$ cat config.mk
export PLATFORM = sky130hd
export DESIGN_NAME = bus_handover_seq
export DESIGN_NICKNAME = d
export VERILOG_FILES = /design/src/rtl/handover_pkg.sv /design/src/rtl/handover_sync.sv /design/src/rtl/handover_timer.sv /design/src/rtl/bus_handover_seq.sv
export SDC_FILE = /design/constraint.sdc
export NUM_CORES = 1
export LEC_CHECK = 0
export BUFFER_PORTS_ARGS = -buffer_cell sky130_fd_sc_hd__buf_2
export CAP_MARGIN = 20
export CORE_UTILIZATION = 45
export CTS_BUF_LIST = sky130_fd_sc_hd__clkbuf_2 sky130_fd_sc_hd__clkbuf_4 sky130_fd_sc_hd__clkbuf_8
export CTS_CLUSTER_SIZE = 40
export DETAILED_ROUTE_END_ITERATION = 6
export GPL_TIMING_DRIVEN = 0
export PLACE_DENSITY = 0.68
export SLEW_MARGIN = 30
export SYNTH_ARGS = -nofsm -noshare
export SYNTH_HDL_FRONTEND = slang
export SYNTH_SLANG_ARGS = --single-unit
export TNS_END_PERCENT = 100
$ cat constraint.sdc
create_clock -name clk -period 3.38 [get_ports clk]
set_input_delay 0.676 -clock clk [delete_from_list [all_inputs] [get_ports clk]]
set_output_delay 0.676 -clock clk [all_outputs]
set_load 0.03 [all_outputs]
$ cat src/rtl/handover_pkg.sv
`timescale 1ns/1ps
// Package: shared state encoding for the bus takeover sequencer.
// Assumes: state values are used only inside the sequencer.
package handover_pkg;

    typedef enum logic [2:0] {
        ST_BOOT = 3'd0,  // original processor runs; counting down
        ST_REQ  = 3'd1,  // request asserted; waiting for grant
        ST_WAIT = 3'd2,  // grant seen; spacing delay and bus-idle wait
        ST_ACK  = 3'd3,  // acknowledge asserted
        ST_HALT = 3'd4,  // old processor halted; new one still in reset
        ST_RUN  = 3'd5   // new processor released; final state
    } handover_state_t;

endpackage

$ cat src/rtl/handover_sync.sv
`timescale 1ns/1ps
// Module: multi-bit synchronizer, one flop chain per bit.
// Assumes: each bit is an independent level signal; no bus coherence needed.
// Reset loads RESET_VAL into every stage, which is the inactive level.
module handover_sync #(
    parameter int          WIDTH     = 3,
    parameter int          STAGES    = 2,
    parameter logic [WIDTH-1:0] RESET_VAL = '1
) (
    input  logic             clk,
    input  logic             rst_n,
    input  logic [WIDTH-1:0] din,
    output logic [WIDTH-1:0] dout
);

    logic [WIDTH-1:0] stage_q [STAGES];

    // Shift the asynchronous inputs through the flop chain.
    always_ff @(posedge clk) begin
        if (!rst_n) begin
            for (int i = 0; i < STAGES; i++) stage_q[i] <= RESET_VAL;
        end else begin
            stage_q[0] <= din;
            for (int i = 1; i < STAGES; i++) stage_q[i] <= stage_q[i-1];
        end
    end

    assign dout = stage_q[STAGES-1];

endmodule

$ cat src/rtl/handover_timer.sv
`timescale 1ns/1ps
// Module: loadable down-counter that parks at zero.
// Assumes: the caller loads a new value on each state entry that needs a delay.
// Reset loads INIT_VAL so the first delay runs straight out of reset.
module handover_timer #(
    parameter int              CW       = 8,
    parameter logic [CW-1:0]   INIT_VAL = '0
) (
    input  logic          clk,
    input  logic          rst_n,
    input  logic          load,
    input  logic [CW-1:0] load_val,
    output logic          zero
);

    logic [CW-1:0] cnt_q;

    // Load on request, otherwise count down and stop at zero.
    always_ff @(posedge clk) begin
        if (!rst_n)       cnt_q <= INIT_VAL;
        else if (load)    cnt_q <= load_val;
        else if (!zero)   cnt_q <= cnt_q - 1'b1;
    end

    assign zero = (cnt_q == '0);

    // an unloaded timer that has expired stays expired.
    assert_timer_parks_R4: assert property (@(posedge clk) disable iff (!rst_n)
        (zero && !load) |=> zero);

    // an unloaded running timer steps down by exactly one.
    assert_timer_step_R4: assert property (@(posedge clk) disable iff (!rst_n)
        (!zero && !load) |=> (cnt_q == $past(cnt_q) - 1'b1));

endmodule

$ cat src/rtl/bus_handover_seq.sv
`timescale 1ns/1ps
// Module: one-shot bus takeover sequencer.
// What it does: request the bus, wait for the grant, space it and wait for
// bus idle, acknowledge for good, halt the old processor, then release the
// new processor from reset.
// Assumes: all bus lines are active low; the inputs are asynchronous to clk;
// rst_n is synchronous and active low.
module bus_handover_seq
    import handover_pkg::*;
#(
    parameter int BOOT_CYCLES   = 64,
    parameter int ACK_DELAY     = 4,
    parameter int RST_DELAY     = 8,
    parameter int GRANT_TIMEOUT = 4096,
    parameter int SYNC_STAGES   = 2
) (
    input  logic clk,
    input  logic rst_n,
    input  logic bus_grant_n,
    input  logic addr_strobe_n,
    input  logic data_ack_n,
    output logic bus_req_n,
    output logic grant_ack_n,
    output logic old_cpu_halt_n,
    output logic new_cpu_halt_n,
    output logic new_cpu_reset_n,
    output logic handover_done,
    output logic grant_timeout
);

    localparam int MAX_AB = (BOOT_CYCLES > ACK_DELAY) ? BOOT_CYCLES : ACK_DELAY;
    localparam int MAX_RT = (RST_DELAY > GRANT_TIMEOUT) ? RST_DELAY : GRANT_TIMEOUT;
    localparam int MAXV   = (MAX_AB > MAX_RT) ? MAX_AB : MAX_RT;
    localparam int CW     = $clog2(MAXV + 1);
    localparam logic [CW-1:0] BOOT_LD = CW'(BOOT_CYCLES);
    localparam logic [CW-1:0] ACK_LD  = CW'(ACK_DELAY);
    localparam logic [CW-1:0] RST_LD  = CW'(RST_DELAY);
    localparam logic [CW-1:0] TO_LD   = CW'(GRANT_TIMEOUT);

    handover_state_t state_q, state_d;
    logic [2:0]      sync_q;
    logic            grant_s, idle_s;
    logic            tmr_load, tmr_zero, err_set;
    logic [CW-1:0]   tmr_val;

    handover_sync #(
        .WIDTH     (3),
        .STAGES    (SYNC_STAGES),
        .RESET_VAL (3'b111)
    ) u_sync (
        .clk   (clk),
        .rst_n (rst_n),
        .din   ({bus_grant_n, addr_strobe_n, data_ack_n}),
        .dout  (sync_q)
    );

    assign grant_s = ~sync_q[2];
    assign idle_s  = sync_q[1] & sync_q[0];

    handover_timer #(
        .CW       (CW),
        .INIT_VAL (BOOT_LD)
    ) u_timer (
        .clk      (clk),
        .rst_n    (rst_n),
        .load     (tmr_load),
        .load_val (tmr_val),
        .zero     (tmr_zero)
    );

    // Next-state and timer-load decision for the takeover chain.
    always_comb begin
        state_d  = state_q;
        tmr_load = 1'b0;
        tmr_val  = '0;
        err_set  = 1'b0;
        case (state_q)
            ST_BOOT: if (tmr_zero) begin
                state_d  = ST_REQ;
                tmr_load = 1'b1;
                tmr_val  = TO_LD;
            end
            ST_REQ: if (grant_s) begin
                state_d  = ST_WAIT;
                tmr_load = 1'b1;
                tmr_val  = ACK_LD;
            end else if (tmr_zero) begin
                err_set  = 1'b1;
            end
            ST_WAIT: if (tmr_zero && idle_s) state_d = ST_ACK;
            ST_ACK: begin
                state_d  = ST_HALT;
                tmr_load = 1'b1;
                tmr_val  = RST_LD;
            end
            ST_HALT: if (tmr_zero) state_d = ST_RUN;
            ST_RUN:  state_d = ST_RUN;
            default: state_d = ST_BOOT;
        endcase
    end

    // State register.
    always_ff @(posedge clk) begin
        if (!rst_n) state_q <= ST_BOOT;
        else        state_q <= state_d;
    end

    // Registered output decode from the next state, so outputs never glitch.
    always_ff @(posedge clk) begin
        if (!rst_n) begin
            bus_req_n       <= 1'b1;
            grant_ack_n     <= 1'b1;
            old_cpu_halt_n  <= 1'b1;
            new_cpu_reset_n <= 1'b0;
            handover_done   <= 1'b0;
        end else begin
            bus_req_n       <= !(state_d == ST_REQ || state_d == ST_WAIT);
            grant_ack_n     <= !(state_d == ST_ACK || state_d == ST_HALT || state_d == ST_RUN);
            old_cpu_halt_n  <= !(state_d == ST_HALT || state_d == ST_RUN);
            new_cpu_reset_n <= (state_d == ST_RUN);
            handover_done   <= (state_d == ST_RUN);
        end
    end

    // Sticky grant-timeout flag.
    always_ff @(posedge clk) begin
        if (!rst_n)       grant_timeout <= 1'b0;
        else if (err_set) grant_timeout <= 1'b1;
    end

    // The new processor's halt line is always driven, never floating.
    assign new_cpu_halt_n = 1'b1;

    // the acknowledge only falls after a grant was synchronized.
    assert_ack_after_grant_R3: assert property (@(posedge clk) disable iff (!rst_n)
        $fell(grant_ack_n) |-> $past(state_q == ST_WAIT));

    // the acknowledge only falls when the bus was seen idle.
    assert_ack_on_idle_R5: assert property (@(posedge clk) disable iff (!rst_n)
        $fell(grant_ack_n) |-> $past(idle_s));

    // acknowledge held once given.
    assert_ack_hold_R6: assert property (@(posedge clk) disable iff (!rst_n)
        !grant_ack_n |=> !grant_ack_n);

    // request withdrawn while acknowledge is driven.
    assert_req_off_R6: assert property (@(posedge clk) disable iff (!rst_n)
        !grant_ack_n |-> bus_req_n);

    // old processor halt only with acknowledge, and held.
    assert_halt_needs_ack_R7: assert property (@(posedge clk) disable iff (!rst_n)
        !old_cpu_halt_n |-> !grant_ack_n);
    assert_halt_hold_R7: assert property (@(posedge clk) disable iff (!rst_n)
        !old_cpu_halt_n |=> !old_cpu_halt_n);

    // new processor leaves reset only with the old one halted.
    assert_release_after_halt_R8: assert property (@(posedge clk) disable iff (!rst_n)
        new_cpu_reset_n |-> (!old_cpu_halt_n && handover_done));

    // timeout flag is sticky.
    assert_timeout_sticky_R10: assert property (@(posedge clk) disable iff (!rst_n)
        grant_timeout |=> grant_timeout);

endmodule

==> flow_summary.ini, run 1 <==
[grt]
overflow = 0
antenna_found_initial = 0
grt_pass1_wl_microns = 4570
grt_max_degree = 16
grt_usage = 0.185
grt_pass1_vias = 1031

[cts]
root_buffer = clkbuf_4
post-cts-setup-buffers = 0
path_clk_slew_ns = 0.16
cts_resized = 0
h-tree-depth = 1
cts_tree = built
clk_latency_ns = 0.33
cts_max_path_buffers = 2
cts_hold_buffers = 0
cts.sinks = 27
cts_buffers = 3

[setup_path]
cp.arrival_ns = 2.38
worstRegToRegCells = 4
cp.required_ns = 3.59
start_kind = flop
r2r-end = u_timer.cnt_q[0]$_SDFFE_PN0P_
criticalPathCategory = flop to flop
worstReg2RegStart = u_timer.cnt_q[4]$_SDFFE_PN0P_
reg2reg_slack_ns = 1.21
endpoint_kind = flop
crit_fanout = 8

[layout]
multi_input_area_sq_um = 684
fill_cells = 271
layout.cells.non_filler = 184
antenna_cells = 0
area.sequential_sq_um = 541
final_layout_size_suffix_gt1_frac = 0.176
area.growth.synth_to_final_pct = 8.65
nets = 160

[synth]
ys_seq_elements = 27
syn_area_sq_mm = 0.00129
synth_nets = 146
synth-main-ff-cell = dfxtp_1
yosysWarnings = 0
synthTopCellsByCount = dfxtp_1, nor2_1, a21oi_1
synth_edf_count = 0
async_reset_ff_frac = 0
syn_avg_cell_area_sq_um = 9.20
synth_top_area_frac = 0.420
yosysMostFrequentCell = dfxtp_1
synth_area_leader_cell = dfxtp_1
seq_area_frac_synth = 0.420
synthTopCellsByArea = dfxtp_1, nand2b_1, a21oi_1, nor2_1, nand3b_1
yosysUniqueCellTypes = 47
syn_inst = 140

[timing]
fmax_ghz = 0.461
finalHoldViolations = 0
setup_viol = 0
finalClockSkew_ns = 0.0165
max_slew_margin = 0.528
fin_tns_setup_ns = 0
slew_viol_final = 0
tightest_slew_ns = 0.701
rsz0062_at_grt = no
finalCritPeriodShare = 0.641
fin_crit_ns = 2.17

[drt]
drtAntennaViolNets = 0
dr.pass1.iters = 4
drt-initial-drc-count = 18
wl_microns = 2630
vias = 1075
drc = 0
via_per_inst = 5.84
wl_per_cell_microns = 14.3

[floorplan]
die_h_microns = 55.5
initial_core_util = 0.471
die_w_microns = 55.5
core_sq_mm = 0.00273
die_area_sq_mm = 0.00308
io_pins = 12
fp-row-count = 19

[placed_design]
place_hpwl_microns = 1920
port_buffers = 9
gp_congestion = 0.829
dp.cells = 180

[hold_path]
worstHoldEndpoint = u_sync.stage_q[0][4]$_SDFF_PN1_
min_from = u_sync.stage_q[0][1]$_SDFF_PN1_
hold_depth = 1
hold_class = flop to flop

[flow_run]
maxCapViolCount = 0

[pwr]
power.density_mw_per_mm2 = 707
total_power_uw = 990
vdd_drop_max_mv = 0.520
leakagePower_nw = 0.502

[run_status]
status = complete, no violations
-- registers in the layout, indices dropped and copies added (netlist names) --
name,count
handover_done,1
state_q,3
u_timer.cnt_q,13
grant_ack_n,1
old_cpu_halt_n,1
grant_timeout,1
u_sync.stage_q,6
bus_req_n,1
-- routing by layer --
layer,wire length (microns),global-route usage,part of all wire
met1,1250,0.235,0.48
met2,1280,0.318,0.49
met3,79,0.0281,0.030
met4,16,0.0607,0.0061
met5,0,0,0
-- cell families after synthesis --
logic type      share of synthesized area
compound gates                      0.193
mux                                0.0155
other cells                       0.00291
flops                               0.420
buf+inv                            0.0486
simple gates                        0.290
xor+xnor                           0.0204
fa+ha+maj                         0.00972
-- worst max path at each step --
stage | endpoint | start | cells after the start
6_report | u_timer.cnt_q[0]$_SDFFE_PN0P_ | u_timer.cnt_q[4]$_SDFFE_PN0P_ | 4
5_1_grt | u_timer.cnt_q[0]$_SDFFE_PN0P_ | u_timer.cnt_q[4]$_SDFFE_PN0P_ | 4
4_1_cts | u_timer.cnt_q[0]$_SDFFE_PN0P_ | u_timer.cnt_q[4]$_SDFFE_PN0P_ | 4
3_5_place_dp | u_timer.cnt_q[0]$_SDFFE_PN0P_ | u_timer.cnt_q[4]$_SDFFE_PN0P_ | 4
3_3_place_gp | grant_ack_n$_SDFF_PN1_ | u_timer.cnt_q[0]$_SDFFE_PN0P_ | 6
2_1_floorplan | grant_ack_n$_SDFF_PN1_ | u_timer.cnt_q[0]$_SDFFE_PN0P_ | 6
-- critical path: stages, from the launching register on --
cell and delay [ns]:
dfxtp_1 0.38, nor4_1 0.65, nand4_1 0.50, nand3_1 0.44
nor2_1 0.09
-- cell usage in the layout, fill, tap and decap left out, types with 6 or more instances in the layout --
master    count
nand2_1       6
buf_2        11
nand2b_1      8
nor2_1       12
dfxtp_1      27
a21oi_1       9
clkbuf_1      6
-- stage by stage --
step	hold WS, ns	area [sq um]	util	setup WS [ns]
finish	0.429	1400	0.512	1.21
global route	0.440	1400	0.512	1.02
CTS	0.434	1400	0.512	1.25
detailed placement	0.399	1370	0.502	1.26
global placement	0.394	1370	0.502	1.32
floorplan	0.386	1290	-	1.45
-- cell type report --
class                      count  share of cell area
buffer                        10              0.0340
clock buffer                   3              0.0161
timing repair buffer           9              0.0322
tap                           31              0.0277
inverter                       4              0.0107
sequential                    27               0.386
multi-input combinational     99               0.489
clock inverter                 1             0.00358
-- power breakdown --
group | switching, mW | total, mW | leakage, nW | internal (mW)
logic | 0.233 | 0.407 | 0.263 | 0.174
registers | 0.0650 | 0.444 | 0.221 | 0.379
clock network | 0.0947 | 0.139 | 0.0177 | 0.0443
No activity file was read; power rests on OpenSTA's default activity.
==> inputs of run 2 (changes only) <==
Settings changed: ABC_AREA set to 1.
Clock period 3.38 ns to 2.1 ns, I/O delays scaled along.
==> flow_summary.ini, run 2 <==
[run_status]
status = complete, no violations

[floorplan]
core_sq_mm = 0.00252
die_area_sq_mm = 0.00292
die_h_microns = 54.0
io_pins = 12
die_w_microns = 54.0
fp-row-count = 18
initial_core_util = 0.483

[grt]
grt_pass1_vias = 804
overflow = 0
grt_max_degree = 16
antenna_found_initial = 0
grt_usage = 0.163
grt_pass1_wl_microns = 3280

[timing]
fmax_ghz = 0.651
finalCritPeriodShare = 0.732
finalHoldViolations = 0
setup_viol = 0
slew_viol_final = 0
fin_tns_setup_ns = 0
finalClockSkew_ns = 0.00600
fin_crit_ns = 1.54
rsz0062_at_grt = no

[cts]
path_clk_slew_ns = 0.14
post-cts-setup-buffers = 0
clk_latency_ns = 0.32
cts.sinks = 27
root_buffer = clkbuf_4
cts_buffers = 3
h-tree-depth = 1
cts_max_path_buffers = 2
cts_resized = 0
cts_hold_buffers = 0
cts_tree = built

[pwr]
p_comb_frac = 0.431
switching_share = 0.408
internal_power_uw = 943
power_frac_clock = 0.139
vdd_drop_max_mv = 0.556
power.density_mw_per_mm2 = 1200
power_frac_seq = 0.429
leakagePower_nw = 0.652
switchingPower_uw = 650

[setup_path]
endpoint_kind = flop
cp.required_ns = 2.33
crit_fanout = 8
criticalPathCategory = flop to flop
cp.arrival_ns = 1.77
start_kind = flop

[synth]
yosysUniqueCellTypes = 26
yosysMostFrequentCell = nand2_1
syn_inst = 163
synth_area_leader_cell = dfxtp_1
seq_area_frac_synth = 0.444
synth_edf_count = 0
synth_top_area_frac = 0.444
synthTopCellsByArea = dfxtp_1, nand2_1, nor2_1, inv_1, xor2_1
yosysWarnings = 0
synth_nets = 169
ys_seq_elements = 27
syn_area_sq_mm = 0.00122
async_reset_ff_frac = 0
synth-main-ff-cell = dfxtp_1
syn_avg_cell_area_sq_um = 7.47
synthTopCellsByCount = nand2_1, dfxtp_1, nor2_1

[layout]
final_layout_size_suffix_gt1_frac = 0.216
largest_reg_flops = 13
layout_common_cells = nand2_1, dfxtp_1, nor2_1
final_common_cell = nand2_1
regMostFlops = u_timer.cnt_q
final_cell_area_sq_mm = 0.00133
top_regs = u_timer.cnt_q x13, u_sync.stage_q x6, state_q x3
antenna_cells = 0
nets = 183
fill_cells = 257
area.growth.synth_to_final_pct = 9.04

[drt]
via_per_inst = 4.53
drtAntennaViolNets = 0
drt-initial-drc-count = 19
dr.pass1.iters = 4
wl_microns = 1980
drc = 0
wl_per_cell_microns = 9.62
vias = 934

[hold_path]
hold_class = input pin to flop

[flow_run]
maxCapViolCount = 0

[placed_design]
place_hpwl_microns = 1540
port_buffers = 9
placed_cell_area_sq_mm = 0.00130
gp_congestion = 0.753
==> run 2: changes by cell type in the layout (fill, tap and decap cells not counted), moves of 4 or more <==
cell,before,now
o31ai_1,4,0
nand3_1,3,11
or4_1,4,0
nand2b_1,8,0
nor2_2,0,4
or2_2,1,6
clkbuf_1,6,0
nand2_1,6,37
inv_1,4,18
nand2_2,0,6
xor2_1,2,7
nor2_1,12,21
==> run 2: worst paths after layout <==
kind	start	cells past startpoint	end	slack [ns]
setup / recovery	u_timer.cnt_q[0]$_SDFFE_PN0P_	9	u_timer.cnt_q[4]$_SDFFE_PN0P_	0.56
hold / removal	addr_strobe_n	2	u_sync.stage_q[0][1]$_SDFF_PN1_	0.27
setup reg to reg	u_timer.cnt_q[0]$_SDFFE_PN0P_	9	u_timer.cnt_q[4]$_SDFFE_PN0P_	0.56
hold reg to reg	u_sync.stage_q[0][2]$_SDFF_PN1_	1	u_sync.stage_q[0][5]$_SDFF_PN1_	0.43
==> run 2: metal layers <==
layer  vias up  global-route usage  wire (microns)  part of all wire
met3         4              0.0254              37             0.019
li1        524                   -               -                 -
met4         0               0.115              52             0.026
met1       397               0.201            1000              0.51
met5         -                   0               0                 0
met2         9               0.255             887              0.45
==> run 2: per-stage QoR <==
stage	instances	utilization	hold WS, ns	power (mW)	worst slack (ns)
after floorplan	163	-	0.393	1.26	0.763
after global placement	202	0.515	0.395	1.36	0.635
after detailed placement	202	0.515	0.400	1.38	0.592
after CTS	206	0.526	0.251	1.61	0.572
after global routing	206	0.526	0.252	1.74	0.497
final	206	0.526	0.266	1.59	0.563
==> run 2: logic make-up (layout without fill, tap and decap cells) <==
kind of cell / Yosys count / count (layout) / share of synthesized area
AO/OA/AOI/OAI: 11 / 11 / 0.0504
XOR/XNOR: 7 / 7 / 0.0504
adder cells (fa/ha/maj): 1 / 1 / 0.0103
buffers and inverters: 23 / 36 / 0.0843
flip-flops: 27 / 27 / 0.444
other: 1 / 1 / 0.00308
AND/OR/NAND/NOR: 93 / 93 / 0.358
==> run 2: critical path: stages, from the launching register on <==
cell     delay [ns]
dfxtp_1        0.34
inv_1          0.09
ha_1           0.23
nand2_2        0.10
nor2_4         0.15
nand3_1        0.15
nand2_1        0.14
inv_2          0.07
nand2_4        0.10
nor2_1         0.07
==> run 2: final cells by class <==
| type | count | area [sq um] | area share |
|---|---|---|---|
| Multi-Input combinational cell | 113 | 574 | 0.433 |
| Clock inverter | 1 | 5.00 | 0.00377 |
| Clock buffer | 3 | 22.5 | 0.0170 |
| Sequential cell | 27 | 541 | 0.407 |
| Timing Repair Buffer | 9 | 45.0 | 0.0339 |
| Tap cell | 30 | 37.5 | 0.0283 |
| Inverter | 19 | 71.3 | 0.0537 |
| Buffer | 4 | 31.3 | 0.0236 |
==> run 2: power groups by stage <==
stage / combinational, mW / clock, mW / sequential (mW)
final: 0.687 / 0.222 / 0.684
after global routing: 0.798 / 0.245 / 0.696
after CTS: 0.693 / 0.237 / 0.683
after detailed placement: 0.689 / 0 / 0.695
after global placement: 0.669 / 0 / 0.691
after floorplan: 0.566 / 0 / 0.698
==> inputs of run 3 (changes only) <==
Settings changed: ABC_AREA 1 to 0.
Clock period 2.1 ns to 1.52 ns, I/O delays scaled along.
==> flow_summary.ini, run 3 (synthesized netlist as in run 1, its figures left out) <==
[pwr]
power.density_mw_per_mm2 = 1720
power_frac_seq = 0.335
switchingPower_mw = 1.16
vdd_drop_max_mv = 1.44
switching_share = 0.379
p_comb_frac = 0.557
power_frac_clock = 0.108
leakagePower_nw = 0.660
internal_power_mw = 1.89

[layout]
antenna_cells = 0
final_cell_area_sq_mm = 0.00177
area.growth.synth_to_final_pct = 37.7
finalCoreUtilization = 0.649
regMostFlops = u_timer.cnt_q
nets = 180
layout_common_cells = dfxtp_1, buf_4, buf_6
final_common_cell = dfxtp_1
largest_reg_flops = 13
final_layout_size_suffix_gt1_frac = 0.445
top_regs = u_timer.cnt_q x13, u_sync.stage_q x6, state_q x3

[setup_path]
critical_path.top_delay_family = simple AND/OR/NAND/NOR gates
worstRegToRegCells = 6
crit_chain = inv_2 > ha_4 > or3b_4 > or4_4 > nor3_2 > o21ai_1
cp.required_ns = 1.73
crit_path_top_delay_cell = or4_4
start_kind = flop
crit_cells = 6
cp_num_buf_inv = 1
crit_fanout = 3
criticalPathCategory = flop to flop
max_stage_delay_ns = 0.54
cp.arrival_ns = 2.05
reg2reg_slack_ns = -0.32
endpoint_kind = flop

[placed_design]
port_buffers = 9
place_hpwl_microns = 1840
gp_congestion = 0.863
placed_cell_area_sq_mm = 0.00140
dp_slack_ns = -0.652

[cts]
clk_latency_ns = 0.32
path_clk_slew_ns = 0.15
root_buffer = clkbuf_4
cts_hold_buffers = 0
cts.sinks = 27
cts_buffers = 3
cts_max_path_buffers = 2
h-tree-depth = 1
cts_tree = built

[timing]
tightest_slew_ns = 0.525
finalCritPeriodShare = 1.21
slew_viol_final = 0
setup_viol = 18
finalWorstSetupSlack_ns = -0.319
max_slew_margin = 0.650
finalClockSkew_ns = 0.00298
whs_ns = 0.152
fin_tns_setup_ns = -3.31
fmax_ghz = 0.544
finalHoldViolations = 0
rsz0062_at_grt = yes
fin_crit_ns = 1.84

[drt]
wl_per_cell_microns = 15.0
vias = 1162
drtAntennaViolNets = 0
dr.pass1.iters = 4
drc = 0
drt-initial-drc-count = 35
wl_microns = 3060
via_per_inst = 5.70

[grt]
grt_pass1_wl_microns = 5070
overflow = 0
grt_usage = 0.209
antenna_found_initial = 0
grt_pass1_vias = 1102
grt_max_degree = 15

[floorplan]
die_w_microns = 55.5
die_h_microns = 55.5
die_area_sq_mm = 0.00308
core_sq_mm = 0.00273
io_pins = 12
fp-row-count = 19
initial_core_util = 0.471

[flow_run]
maxCapViolCount = 0

[run_status]
failed_checks = setup timing
status = finished, violations left

[hold_path]
hold_class = input pin to flop
hold_depth = 2
==> run 3: stage by stage <==
stage | std cells | total power, mW
after CTS | 199 | 2.83
after detailed placement | 180 | 2.00
after global placement | 180 | 1.96
after floorplan | 140 | 1.81
after global routing | 204 | 3.23
final | 204 | 3.05
==> run 3: final timing paths <==
check                                  startpoint                         endpoint
setup / recovery    u_timer.cnt_q[0]$_SDFFE_PN0P_           grant_ack_n$_SDFF_PN1_
hold / removal                      addr_strobe_n  u_sync.stage_q[0][1]$_SDFF_PN1_
setup reg to reg    u_timer.cnt_q[0]$_SDFFE_PN0P_           grant_ack_n$_SDFF_PN1_
hold reg to reg   u_sync.stage_q[0][0]$_SDFF_PN1_  u_sync.stage_q[0][3]$_SDFF_PN1_
==> run 3: cell type report <==
type,count,area (sq um)
flip-flops and latches,27,554
multi-input cells,99,832
clock buffers,4,30.0
plain buffers,6,32.5
repair buffers,33,270
well taps,31,38.8
fillers,218,961
inverters,4,15.0
==> run 3: repair_timing <==
item                                    in CTS  in global routing
buffers inserted                            18                  6
gates resized for setup                     32                 17
endpoints found under the setup margin      18                 20
pin swaps                                   15                 12
==> run 3: power groups by stage <==
stage / registers, mW / logic (mW) / clock network [mW]
global route: 1.04 / 1.83 / 0.359
floorplan: 0.983 / 0.825 / 0
finish: 1.02 / 1.70 / 0.329
CTS: 1.01 / 1.49 / 0.333
global placement: 0.993 / 0.965 / 0
detailed placement: 1.00 / 0.997 / 0
==> run 3: layer usage <==
layer | wire (microns) | up-vias | part of all wire | global-route usage
li1 | - | 585 | - | -
met1 | 1400 | 553 | 0.46 | 0.271
met2 | 1530 | 20 | 0.50 | 0.353
met3 | 80 | 4 | 0.026 | 0.0304
met4 | 53 | 0 | 0.017 | 0.0750
met5 | 0 | - | 0 | 0
